## src/rtl/obm_pkg.sv

```systemverilog
package obm_pkg;
  typedef enum logic [2:0] {
    ST_IDLE = 3'd0,
    ST_FILL = 3'd1,
    ST_REQ  = 3'd2,
    ST_ADDR = 3'd3,
    ST_DATA = 3'd4,
    ST_FIN  = 3'd5
  } obm_state_e;

  localparam logic [3:0] CMD_INTACK = 4'b0000;
  localparam logic [3:0] CMD_SPECL  = 4'b0001;
  localparam logic [3:0] CMD_IO_RD  = 4'b0010;
  localparam logic [3:0] CMD_IO_WR  = 4'b0011;
  localparam logic [3:0] CMD_MEM_RD = 4'b0110;
  localparam logic [3:0] CMD_MEM_WR = 4'b0111;
  localparam logic [3:0] CMD_CFG_RD = 4'b1010;
  localparam logic [3:0] CMD_CFG_WR = 4'b1011;
endpackage

```

## src/rtl/obm_rst_sync.sv

```systemverilog
module obm_rst_sync (
  input  logic clk,
  input  logic rst_n,
  output logic rst_sn
);
  logic [1:0] sync_q;

  always_ff @(posedge clk or negedge rst_n) begin
    if (!rst_n) sync_q <= 2'b00;
    else        sync_q <= {sync_q[0], 1'b1};
  end

  assign rst_sn = sync_q[1];
endmodule

```

## src/rtl/obm_cmd_map.sv

```systemverilog
module obm_cmd_map
  import obm_pkg::*;
(
  input  logic [2:0] space,
  input  logic       write,
  output logic [3:0] cmd,
  output logic       ext
);
  always_comb begin
    ext = 1'b1;
    cmd = CMD_MEM_RD;
    case (space)
      3'd0: cmd = write ? CMD_MEM_WR : CMD_MEM_RD;
      3'd1: cmd = write ? CMD_IO_WR  : CMD_IO_RD;
      3'd2: cmd = write ? CMD_CFG_WR : CMD_CFG_RD;
      3'd3: cmd = CMD_SPECL;
      3'd4: cmd = CMD_INTACK;
      default: ext = 1'b0;
    endcase
  end
endmodule

```

## src/rtl/obm_wbuf.sv

```systemverilog
module obm_wbuf #(
  parameter int DATA_W = 32,
  parameter int DEPTH  = 8,
  localparam int IDX_W = (DEPTH > 1) ? $clog2(DEPTH) : 1
) (
  input  logic              clk,
  input  logic              wr_en,
  input  logic [IDX_W-1:0]  wr_idx,
  input  logic [DATA_W-1:0] wr_data,
  input  logic [IDX_W-1:0]  rd_idx,
  output logic [DATA_W-1:0] rd_data
);
  logic [DATA_W-1:0] mem [DEPTH];

  for (genvar gi = 0; gi < DEPTH; gi++) begin : g_ent
    logic ent_en;
    assign ent_en = wr_en && (wr_idx == IDX_W'(gi));
    always_ff @(posedge clk) begin
      if (ent_en) mem[gi] <= wr_data;
    end
  end

  assign rd_data = mem[rd_idx];
endmodule

```

## src/rtl/obm_ctrl.sv

```systemverilog
module obm_ctrl
  import obm_pkg::*;
#(
  parameter int ADDR_W    = 32,
  parameter int MAX_BEATS = 8,
  localparam int IDX_W    = (MAX_BEATS > 1) ? $clog2(MAX_BEATS) : 1
) (
  input  logic              clk,
  input  logic              rst_sn,
  input  logic              in_valid,
  input  logic              in_write,
  input  logic              in_ext,
  input  logic [3:0]        in_cmd,
  input  logic [ADDR_W-1:0] in_addr,
  input  logic [IDX_W-1:0]  in_len,
  input  logic              wd_valid,
  input  logic              bus_gnt,
  input  logic              tgt_ready,
  input  logic              tgt_disc,
  output logic              in_ready,
  output logic              wd_ready,
  output logic              buf_we,
  output logic [IDX_W-1:0]  fill_idx,
  output logic [IDX_W-1:0]  beat_idx,
  output logic              is_write,
  output logic              bus_req,
  output logic              addr_phase,
  output logic [ADDR_W-1:0] bus_ad,
  output logic [3:0]        bus_cmd,
  output logic              dat_phase,
  output logic              done
);
  obm_state_e        st_q, st_d;
  logic [IDX_W-1:0]  fill_q, fill_d, beat_q, beat_d, len_q;
  logic [ADDR_W-1:0] addr_q;
  logic [3:0]        cmd_q;
  logic              wr_q;
  logic              hdr_en, fill_en, beat_en;

  // next state
  always_comb begin
    st_d    = st_q;
    fill_d  = fill_q;
    beat_d  = beat_q;
    hdr_en  = 1'b0;
    fill_en = 1'b0;
    beat_en = 1'b0;
    case (st_q)
      ST_IDLE: if (in_valid) begin
        hdr_en  = 1'b1;
        fill_en = 1'b1;
        beat_en = 1'b1;
        fill_d  = '0;
        beat_d  = '0;
        if (!in_ext)       st_d = ST_FIN;
        else if (in_write) st_d = ST_FILL;
        else               st_d = ST_REQ;
      end
      ST_FILL: if (wd_valid) begin
        fill_en = 1'b1;
        fill_d  = fill_q + 1'b1;
        if (fill_q == len_q) st_d = ST_REQ;
      end
      ST_REQ:  if (bus_gnt) st_d = ST_ADDR;
      ST_ADDR: st_d = ST_DATA;
      ST_DATA: begin
        if (tgt_ready) begin
          if (beat_q == len_q) st_d = ST_FIN;
          else begin
            beat_en = 1'b1;
            beat_d  = beat_q + 1'b1;
            if (tgt_disc) st_d = ST_REQ;
          end
        end else if (tgt_disc) begin
          st_d = ST_REQ;
        end
      end
      ST_FIN:  st_d = ST_IDLE;
      default: st_d = ST_IDLE;
    endcase
  end

  // registers
  always_ff @(posedge clk or negedge rst_sn) begin
    if (!rst_sn) begin
      st_q   <= ST_IDLE;
      fill_q <= '0;
      beat_q <= '0;
      len_q  <= '0;
      addr_q <= '0;
      cmd_q  <= '0;
      wr_q   <= 1'b0;
    end else begin
      st_q <= st_d;
      if (fill_en) fill_q <= fill_d;
      if (beat_en) beat_q <= beat_d;
      if (hdr_en) begin
        len_q  <= in_len;
        addr_q <= in_addr;
        cmd_q  <= in_cmd;
        wr_q   <= in_write;
      end
    end
  end

  assign in_ready   = (st_q == ST_IDLE);
  assign wd_ready   = (st_q == ST_FILL);
  assign buf_we     = wd_ready && wd_valid;
  assign fill_idx   = fill_q;
  assign beat_idx   = beat_q;
  assign is_write   = wr_q;
  assign bus_req    = (st_q == ST_REQ);
  assign addr_phase = (st_q == ST_ADDR);
  assign dat_phase  = (st_q == ST_DATA);
  assign done       = (st_q == ST_FIN);
  assign bus_cmd    = addr_phase ? cmd_q : 4'b0000;
  assign bus_ad     = addr_phase
                    ? addr_q + {{(ADDR_W-IDX_W-2){1'b0}}, beat_q, 2'b00}
                    : '0;

  assert_gnt_to_addr_R4: assert property (@(posedge clk) disable iff (!rst_sn)
    (bus_req && bus_gnt) |=> (addr_phase && !bus_req));

  assert_addr_then_data_R6: assert property (@(posedge clk) disable iff (!rst_sn)
    addr_phase |=> (dat_phase && !addr_phase));

  assert_read_req_R2: assert property (@(posedge clk) disable iff (!rst_sn)
    (in_valid && in_ready && !in_write && in_ext) |=> bus_req);

  assert_write_req_after_fill_R1: assert property (@(posedge clk) disable iff (!rst_sn)
    ($rose(bus_req) && wr_q && !$past(dat_phase)) |-> $past(wd_valid && wd_ready));

  assert_done_pulse_R9: assert property (@(posedge clk) disable iff (!rst_sn)
    done |=> (!done && in_ready));

  assert_phase_excl_R4: assert property (@(posedge clk) disable iff (!rst_sn)
    $onehot0({bus_req, addr_phase, dat_phase, done, wd_ready}));
endmodule

```

## src/rtl/obm_sequencer.sv

```systemverilog
module obm_sequencer
  import obm_pkg::*;
#(
  parameter int ADDR_W    = 32,
  parameter int DATA_W    = 32,
  parameter int MAX_BEATS = 8,
  localparam int IDX_W    = (MAX_BEATS > 1) ? $clog2(MAX_BEATS) : 1
) (
  input  logic              clk,
  input  logic              rst_n,
  input  logic              in_valid,
  output logic              in_ready,
  input  logic              in_write,
  input  logic [2:0]        in_space,
  input  logic [ADDR_W-1:0] in_addr,
  input  logic [IDX_W-1:0]  in_len,
  input  logic              wd_valid,
  output logic              wd_ready,
  input  logic [DATA_W-1:0] wd_data,
  output logic              rd_valid,
  output logic [DATA_W-1:0] rd_data,
  output logic              done,
  output logic              bus_req,
  input  logic              bus_gnt,
  output logic              addr_phase,
  output logic [ADDR_W-1:0] bus_ad,
  output logic [3:0]        bus_cmd,
  output logic              dat_phase,
  output logic [DATA_W-1:0] bus_wdata,
  input  logic [DATA_W-1:0] bus_rdata,
  input  logic              tgt_ready,
  input  logic              tgt_disc
);
  logic              rst_sn;
  logic [3:0]        dec_cmd;
  logic              dec_ext;
  logic              buf_we, is_write;
  logic [IDX_W-1:0]  fill_idx, beat_idx;
  logic [DATA_W-1:0] buf_rd;

  obm_rst_sync u_rst (
    .clk    (clk),
    .rst_n  (rst_n),
    .rst_sn (rst_sn)
  );

  obm_cmd_map u_map (
    .space (in_space),
    .write (in_write),
    .cmd   (dec_cmd),
    .ext   (dec_ext)
  );

  obm_wbuf #(.DATA_W(DATA_W), .DEPTH(MAX_BEATS)) u_buf (
    .clk     (clk),
    .wr_en   (buf_we),
    .wr_idx  (fill_idx),
    .wr_data (wd_data),
    .rd_idx  (beat_idx),
    .rd_data (buf_rd)
  );

  obm_ctrl #(.ADDR_W(ADDR_W), .MAX_BEATS(MAX_BEATS)) u_ctrl (
    .clk        (clk),
    .rst_sn     (rst_sn),
    .in_valid   (in_valid),
    .in_write   (in_write),
    .in_ext     (dec_ext),
    .in_cmd     (dec_cmd),
    .in_addr    (in_addr),
    .in_len     (in_len),
    .wd_valid   (wd_valid),
    .bus_gnt    (bus_gnt),
    .tgt_ready  (tgt_ready),
    .tgt_disc   (tgt_disc),
    .in_ready   (in_ready),
    .wd_ready   (wd_ready),
    .buf_we     (buf_we),
    .fill_idx   (fill_idx),
    .beat_idx   (beat_idx),
    .is_write   (is_write),
    .bus_req    (bus_req),
    .addr_phase (addr_phase),
    .bus_ad     (bus_ad),
    .bus_cmd    (bus_cmd),
    .dat_phase  (dat_phase),
    .done       (done)
  );

  assign bus_wdata = (dat_phase && is_write) ? buf_rd : '0;
  assign rd_valid  = dat_phase && !is_write && tgt_ready;
  assign rd_data   = rd_valid ? bus_rdata : '0;

  assert_rd_mirror_R10: assert property (@(posedge clk) disable iff (!rst_sn)
    rd_valid |-> (dat_phase && tgt_ready && rd_data == bus_rdata));
endmodule

```

## config.mk

```make
export PLATFORM = sky130hd
export DESIGN_NAME = obm_sequencer
export DESIGN_NICKNAME = d
export VERILOG_FILES = /design/src/rtl/obm_pkg.sv /design/src/rtl/obm_rst_sync.sv /design/src/rtl/obm_cmd_map.sv /design/src/rtl/obm_wbuf.sv /design/src/rtl/obm_ctrl.sv /design/src/rtl/obm_sequencer.sv
export SDC_FILE = /design/constraint.sdc
export NUM_CORES = 1
export LEC_CHECK = 0
export ABC_AREA = 1
export CAP_MARGIN = 15
export CORE_ASPECT_RATIO = 1.25
export CORE_UTILIZATION = 45
export CTS_CLUSTER_SIZE = 14
export DETAILED_ROUTE_END_ITERATION = 12
export PLACE_DENSITY = 0.69
export RECOVER_POWER = 100
export SLEW_MARGIN = 25
export SYNTH_ARGS = -nofsm -noshare
export SYNTH_HDL_FRONTEND = slang
export SYNTH_SLANG_ARGS = --single-unit
export TNS_END_PERCENT = 50
```

## constraint.sdc

```tcl
create_clock -name clk -period 6.55 [get_ports clk]
set_input_delay 0.9825 -clock clk [delete_from_list [all_inputs] [get_ports clk]]
set_output_delay 0.9825 -clock clk [all_outputs]
set_load 0.02 [all_outputs]
```

==> impl_metrics.py, run 1 <==
metrics = {
    "synthesis": {
        "synth_enable_flop_cells": 256,
        "synth.top_cell.area_share_pct": 56.4,
        "synth-seq-area-share_pct": 65.8,
        "yosysTopAreaCell": "sky130_fd_sc_hd__edfxtp_1",
        "yosys_register_bits": 307,
        "synthesis.yosys.warnings": 0,
        "synth.net_count": 1445,
        "synth.cell_area_um2": 13600,
        "synth.top_cells.by_count": "sky130_fd_sc_hd__nor2_1 (300), sky130_fd_sc_hd__edfxtp_1 (256), sky130_fd_sc_hd__nand2_1 (189)",
        "synthFlopType": "sky130_fd_sc_hd__edfxtp_1",
        "postSynthCellCount": 1324,
        "fraction_of_registers_with_async_set_or_reset_after_synthesis_pct": 16.6,
        "syn_avg_cell_area_um2": 10.3,
        "synthMostInstantiatedCell": "sky130_fd_sc_hd__nor2_1",
        "yosys.cell_types.count": 32,
        "netlist_top_cells_area": "sky130_fd_sc_hd__edfxtp_1 (56%), sky130_fd_sc_hd__dfrtp_1 (9.4%), sky130_fd_sc_hd__nor2_1 (8.3%)",
    },
    "power": {
        "p_sw_mw": 1.94,
        "internal_portion_of_total_power_mw": 3.95,
        "power_frac_comb_pct": 26.8,
        "design_power_total_mw": 5.90,
        "ir_drop_mv": 0.220,
        "power_density_nw_per_um2": 346,
        "power.leakage_nw": 6.60,
        "power.clock.fraction_pct": 30.5,
        "seqPwrFrac_pct": 42.8,
        "sw_frac_of_total_pct": 32.9,
    },
    "routing": {
        "drt_first_iter_violations": 648,
        "drt_pre_antenna_iters": 5,
        "total_number_of_vias": 10200,
        "antenna_violating_nets_post_route": 0,
        "remaining_drc_errors": 0,
        "post_drt_via_cell_ratio": 5.25,
        "wl_um": 35500,
        "route.detailed.wl_per_inst_um": 18.3,
    },
    "layout": {
        "num-nets-final": 1644,
        "layout.core_utilization_pct": 57.7,
        "final_layout_size_suffix_gt1_share_pct": 4.85,
        "final_area_um2": 17000,
        "synthToLayoutAreaGrowth_pct": 25.1,
        "fin_cells": 1942,
    },
    "worst_setup_path": {
        "worstPathCellList": "clkbuf_2 > ha_1 > nand3_1 > nand2_1 > nand2_1 > nor2_1 > o21ai_0 > a21oi_1 > dlygate4sd3_1",
        "cp.required_ns": 5.57,
        "max_stage_delay_ns": 0.82,
        "critical_path.startpoint_type": "register",
        "cp_slowest_cell": "sky130_fd_sc_hd__clkbuf_2",
        "crit_fanout": 67,
        "cp.arrival_ns": 4.31,
        "critPathKind": "register to output pin",
        "critical-path-top-cell-by-count": "sky130_fd_sc_hd__nand2_1",
        "cp_capture_type": "output pin",
    },
    "placement": {
        "detailed_place_hpwl_um": 21500,
        "io_buffers": 216,
        "dpl.cell_count": 1887,
        "gpl.final_weighted_congestion": 0.950,
        "place_area_um2": 16100,
    },
    "clock_tree": {
        "post_cts_resized": 0,
        "cts_tree": "yes",
        "postCtsHoldBufs": 0,
        "clock_tree.buffer_depth": 3,
        "cts.clk_slew.worst_paths_ns": 0.06,
        "clock_sink_count": 307,
        "post_cts.repair.setup_buffers": 0,
        "cts.root.buffer_cell": "sky130_fd_sc_hd__clkbuf_16",
        "cts_made_buffers": 30,
        "clkLatencyLatePin_ns": 0.55,
        "ctsHtreeMaxLevel": 1,
    },
    "timing": {
        "layout_min_cycle_time_ns": 5.29,
        "finClkSkew_ns": 0.0174,
        "final-hold-violation-count": 0,
        "finalSetupViolCount": 0,
        "fmax_ghz": 0.189,
        "setup_tns_ns": 0,
        "drv_slew": 376,
        "grt_setup_unrepaired": "no",
        "worst-slew-pin-transition_ns": 2.84,
        "final.period_utilization_pct": 80.8,
        "relSlewSlack_pct": -89.4,
    },
    "die": {
        "chipHeight_um": 197,
        "io_pins": 217,
        "core.rowCount": 70,
        "core-area_um2": 29500,
        "floorplan_die_area_um2": 31000,
        "die_x_um": 158,
        "floorplan.initialDensity_pct": 46.1,
    },
    "status": {
        "failing_checks": "capacitance limit, slew limit",
        "status": "finished, violations left",
    },
    "grt": {
        "gr-total-overflow": 0,
        "grt_antenna_before_repair": 5,
        "grt_start_max_net_pins": 78,
        "first_global_vias": 10100,
        "grt_pass1_wl_um": 54400,
        "global_route.usage.total_pct": 22.9,
    },
    "min_path": {
        "timing.hold.worst.class": "register to register",
    },
    "flow_run": {
        "number_of_max_cap_violations": 10,
    },
}
==> stage by stage <==
stage / hold slack, ns / setup WS [ns]
4_1_cts: 0.353 / 1.75
3_3_place_gp: 0.335 / 2.41
3_5_place_dp: 0.339 / 2.35
6_report: 0.350 / 1.26
2_1_floorplan: 0.331 / 2.79
5_1_grt: 0.379 / 0.943
==> power groups by stage <==
stage | Combinational [mW] | Clock [mW] | Sequential [mW]
floorplan | 1.16 | 0 | 2.47
detailed placement | 1.63 | 0 | 2.56
CTS | 1.63 | 1.82 | 2.52
global route | 1.78 | 1.90 | 2.55
finish | 1.58 | 1.80 | 2.52
global placement | 1.59 | 0 | 2.55
==> kinds of logic after synthesis <==
group | after synthesis | share of synthesized area (%)
flip-flops | 307 | 65.8
adder cells (fa/ha/maj) | 11 | 1.07
AO/OA/AOI/OAI | 282 | 11.0
AND/OR/NAND/NOR | 552 | 16.4
other | 1 | 0.0275
XOR/XNOR | 10 | 0.643
buffers and inverters | 161 | 5.12
==> sequential cells by signal, indices dropped and copies added (netlist names) <==
name             flops
u_ctrl.st_q          3
u_ctrl.is_write      1
u_ctrl.addr_q       32
u_ctrl.beat_idx      3
u_rst.sync_q         2
u_ctrl.fill_idx      3
u_buf.mem          256
u_ctrl.len_q         3
u_ctrl.cmd_q         4
==> layout by cell type, fill, tap and decap left out, types with 31 or more instances in the layout <==
cell,count
sky130_fd_sc_hd__dfrtp_1,48
sky130_fd_sc_hd__nor2_1,300
sky130_fd_sc_hd__o21ai_0,180
sky130_fd_sc_hd__o22ai_1,64
sky130_fd_sc_hd__nand2_1,193
sky130_fd_sc_hd__clkbuf_16,31
sky130_fd_sc_hd__edfxtp_1,256
sky130_fd_sc_hd__dlygate4sd3_1,135
sky130_fd_sc_hd__inv_1,87
sky130_fd_sc_hd__clkdlybuf4s50_1,81
==> worst max-delay path, delay by kind of cell (launching register included) <==
kind | cells | cell delay (ns)
AO/OA/AOI/OAI | 2 | 0.35
adder cells (fa/ha/maj) | 1 | 0.70
buffers and inverters | 2 | 1.53
flip-flops | 1 | 0.40
AND/OR/NAND/NOR | 4 | 0.75
==> worst paths after layout <==
path / cells past startpoint / start / to / slack [ns]
worst max register to register: 4 / u_ctrl.st_q[2] / u_buf.mem[2][20] / 2.42
max in group asynchronous: 1 / u_rst.sync_q[1] / u_ctrl.beat_idx[0] / 3.29
worst max-delay path: 9 / u_ctrl.beat_idx[1] / bus_ad[11] / 1.26
worst min-delay path: 0 / u_rst.sync_q[0] / u_rst.sync_q[1] / 0.35
min in group asynchronous: 1 / rst_n / u_rst.sync_q[0] / 0.66
worst min register to register: 0 / u_rst.sync_q[0] / u_rst.sync_q[1] / 0.35
==> cell type report <==
type	instances	area [um^2]
Sequential cell	307	8970
Inverter	95	359
Clock inverter	15	224
Multi-Input combinational cell	856	3940
Timing Repair Buffer	233	2250
Fill cell	2496	12500
Antenna cell	1	2.50
Tap cell	396	495
Clock buffer	39	806
==> layer usage <==
layer,track usage (%),up-vias,routed length (um)
met5,0,-,61
met2,39.2,333,17400
met1,29.9,4862,15000
li1,-,4920,-
met3,3.45,69,2140
met4,7.01,10,845
No activity file was read; power rests on OpenSTA's default activity.
==> run 2, diff against run 1 <==
Clock period 6.55 ns to 5.17 ns, I/O delays scaled along.
==> run 2 against run 1 <==
The run still ends with capacitance limit, slew limit left. Flip-flop and latch count unchanged. Register-to-register slack worse by 1.4 ns. First-iteration DRC count up 7.7%. Clock-buffer cell count down 5. Combinational power up 28%. Critical path type unchanged. Clock power up 20%. Largest power group unchanged. Final area down 0.18%.
==> impl_metrics.py, run 2 (synthesis results as in run 1) <==
metrics = {
    "die": {
        "floorplan.initialDensity_pct": 46.1,
        "core-area_um2": 29500,
        "floorplan_die_area_um2": 31000,
        "die_x_um": 158,
        "chipHeight_um": 197,
        "core.rowCount": 70,
        "io_pins": 217,
    },
    "routing": {
        "wl_um": 35500,
        "remaining_drc_errors": 0,
        "drt_first_iter_violations": 698,
        "route.detailed.wl_per_inst_um": 18.2,
        "post_drt_via_cell_ratio": 5.23,
        "total_number_of_vias": 10200,
        "antenna_violating_nets_post_route": 0,
        "drt_pre_antenna_iters": 5,
    },
    "placement": {
        "dpl.cell_count": 1888,
        "io_buffers": 216,
        "gpl.final_weighted_congestion": 0.976,
        "detailed_place_hpwl_um": 21400,
    },
    "layout": {
        "final_layout_size_suffix_gt1_share_pct": 5.16,
        "fin_cells": 1948,
        "num-nets-final": 1646,
        "reg_top3": "u_buf.mem: 256 flops, u_ctrl.addr_q: 32 flops, u_ctrl.cmd_q: 4 flops",
        "synthToLayoutAreaGrowth_pct": 24.9,
        "layout.cells.most_common": "sky130_fd_sc_hd__nor2_1",
        "most-common-layout-cells": "sky130_fd_sc_hd__nor2_1 (300), sky130_fd_sc_hd__edfxtp_1 (256), sky130_fd_sc_hd__nand2_1 (193), sky130_fd_sc_hd__o21ai_0 (182), sky130_fd_sc_hd__dlygate4sd3_1 (132)",
        "n_fill_cell": 2547,
        "largest_register": "u_buf.mem",
        "largest_reg_flops": 256,
    },
    "grt": {
        "grt_pass1_wl_um": 54100,
        "grt_start_max_net_pins": 114,
        "first_global_vias": 9944,
        "gr-total-overflow": 0,
        "global_route.usage.total_pct": 22.9,
        "grt_antenna_before_repair": 5,
    },
    "clock_tree": {
        "ctsHtreeMaxLevel": 1,
        "cts.root.buffer_cell": "sky130_fd_sc_hd__clkbuf_16",
        "clock_tree.buffer_depth": 3,
        "postCtsHoldBufs": 0,
        "cts_tree": "yes",
        "post_cts_resized": 0,
        "post_cts.repair.setup_buffers": 0,
        "clkLatencyLatePin_ns": 0.55,
        "cts_made_buffers": 31,
        "clock_sink_count": 307,
        "cts.clk_slew.worst_paths_ns": 0.07,
    },
    "timing": {
        "drv_slew": 349,
        "final.period_utilization_pct": 87.0,
        "final-hold-violation-count": 0,
        "setup_tns_ns": 0,
        "layout_min_cycle_time_ns": 4.50,
        "relSlewSlack_pct": -84.8,
        "fmax_ghz": 0.222,
        "grt_setup_unrepaired": "no",
        "finClkSkew_ns": 0.00984,
        "worst-slew-pin-transition_ns": 2.77,
        "finalSetupViolCount": 0,
    },
    "power": {
        "ir_drop_mv": 0.396,
        "power.leakage_nw": 6.57,
        "p_sw_mw": 2.49,
        "seqPwrFrac_pct": 43.3,
        "power.clock.fraction_pct": 29.3,
        "power_frac_comb_pct": 27.4,
        "design_power_total_mw": 7.36,
        "internal_portion_of_total_power_mw": 4.86,
        "sw_frac_of_total_pct": 33.9,
        "power_density_nw_per_um2": 432,
    },
    "status": {
        "failing_checks": "capacitance limit, slew limit",
        "status": "finished, violations left",
    },
    "min_path": {
        "timing.hold.worst.class": "register to register",
    },
    "worst_setup_path": {
        "cp.arrival_ns": 3.72,
        "cp.required_ns": 4.39,
        "crit_fanout": 24,
        "cp_capture_type": "output pin",
        "critical_path.startpoint_type": "register",
        "critPathKind": "register to output pin",
    },
    "flow_run": {
        "number_of_max_cap_violations": 10,
    },
}
run 2: cell types whose count changed in the layout (fill, tap and decap cells not counted), sizes merged:
cell	change
clkinvlp	+2
clkinv	+6
inv	+3
bufinv	-3
clkbuf	-6
dlygate4sd3	-3
diode	+2
buf	+2
clkdlybuf4s50	+3
run 2: through the flow:
stage               setup WS (ns)  hold slack (ns)  utilization, %  instance area (um^2)
floorplan                    1.41            0.331               -                 13600
global placement             1.42            0.337            54.6                 16100
detailed placement           1.36            0.345            54.6                 16100
CTS                         0.784            0.359            58.0                 17100
global route                0.494            0.365            57.6                 17000
finish                      0.672            0.355            57.6                 17000
run 2: worst max-delay path, cell delays in order, from the launching register on:
cell	delay, ns
sky130_fd_sc_hd__dfrtp_1	0.46
sky130_fd_sc_hd__nand2_1	0.10
sky130_fd_sc_hd__nor2_1	0.85
sky130_fd_sc_hd__inv_1	0.69
sky130_fd_sc_hd__nor3_1	0.35
sky130_fd_sc_hd__dlygate4sd3_1	0.71
run 2: final cells by class:
class / instances / area (um^2) / area share, %
multi-input cells: 856 / 3930 / 23.1
flip-flops and latches: 307 / 8970 / 52.7
clock buffers: 34 / 787 / 4.63
clock inverters: 23 / 200 / 1.18
repair buffers: 234 / 2260 / 13.3
diodes: 3 / 7.51 / 0.0441
well taps: 396 / 495 / 2.91
inverters: 95 / 362 / 2.13
run 2: final timing paths:
kind	start	endpoint	slack, ns	depth (start not counted)
worst max register to register	u_ctrl.st_q[2]	u_buf.mem[5][20]	1.00	4
worst min register to register	u_rst.sync_q[0]	u_rst.sync_q[1]	0.35	0
worst min-delay path	u_rst.sync_q[0]	u_rst.sync_q[1]	0.35	0
min in group asynchronous	rst_n	u_rst.sync_q[0]	0.46	1
max in group asynchronous	u_rst.sync_q[1]	u_ctrl.beat_idx[0]	1.98	1
worst max-delay path	u_ctrl.st_q[0]	bus_ad[16]	0.67	5
run 2: layer usage:
layer | track usage [%] | wire [um] | vias to the layer above | share of wire, %
li1 | - | - | 4933 | -
met1 | 29.2 | 14600 | 4797 | 41
met2 | 40.1 | 17600 | 373 | 49
met3 | 3.63 | 2480 | 71 | 7.0
met4 | 6.26 | 792 | 6 | 2.2
met5 | 0 | 40 | - | 0.11
run 2: power groups by stage:
stage	Clock, mW	Sequential, mW	Combinational, mW
2_1_floorplan	0	3.13	1.48
3_3_place_gp	0	3.22	2.05
3_5_place_dp	0	3.23	2.08
4_1_cts	2.19	3.18	2.10
5_1_grt	2.29	3.21	2.27
6_report	2.16	3.19	2.02
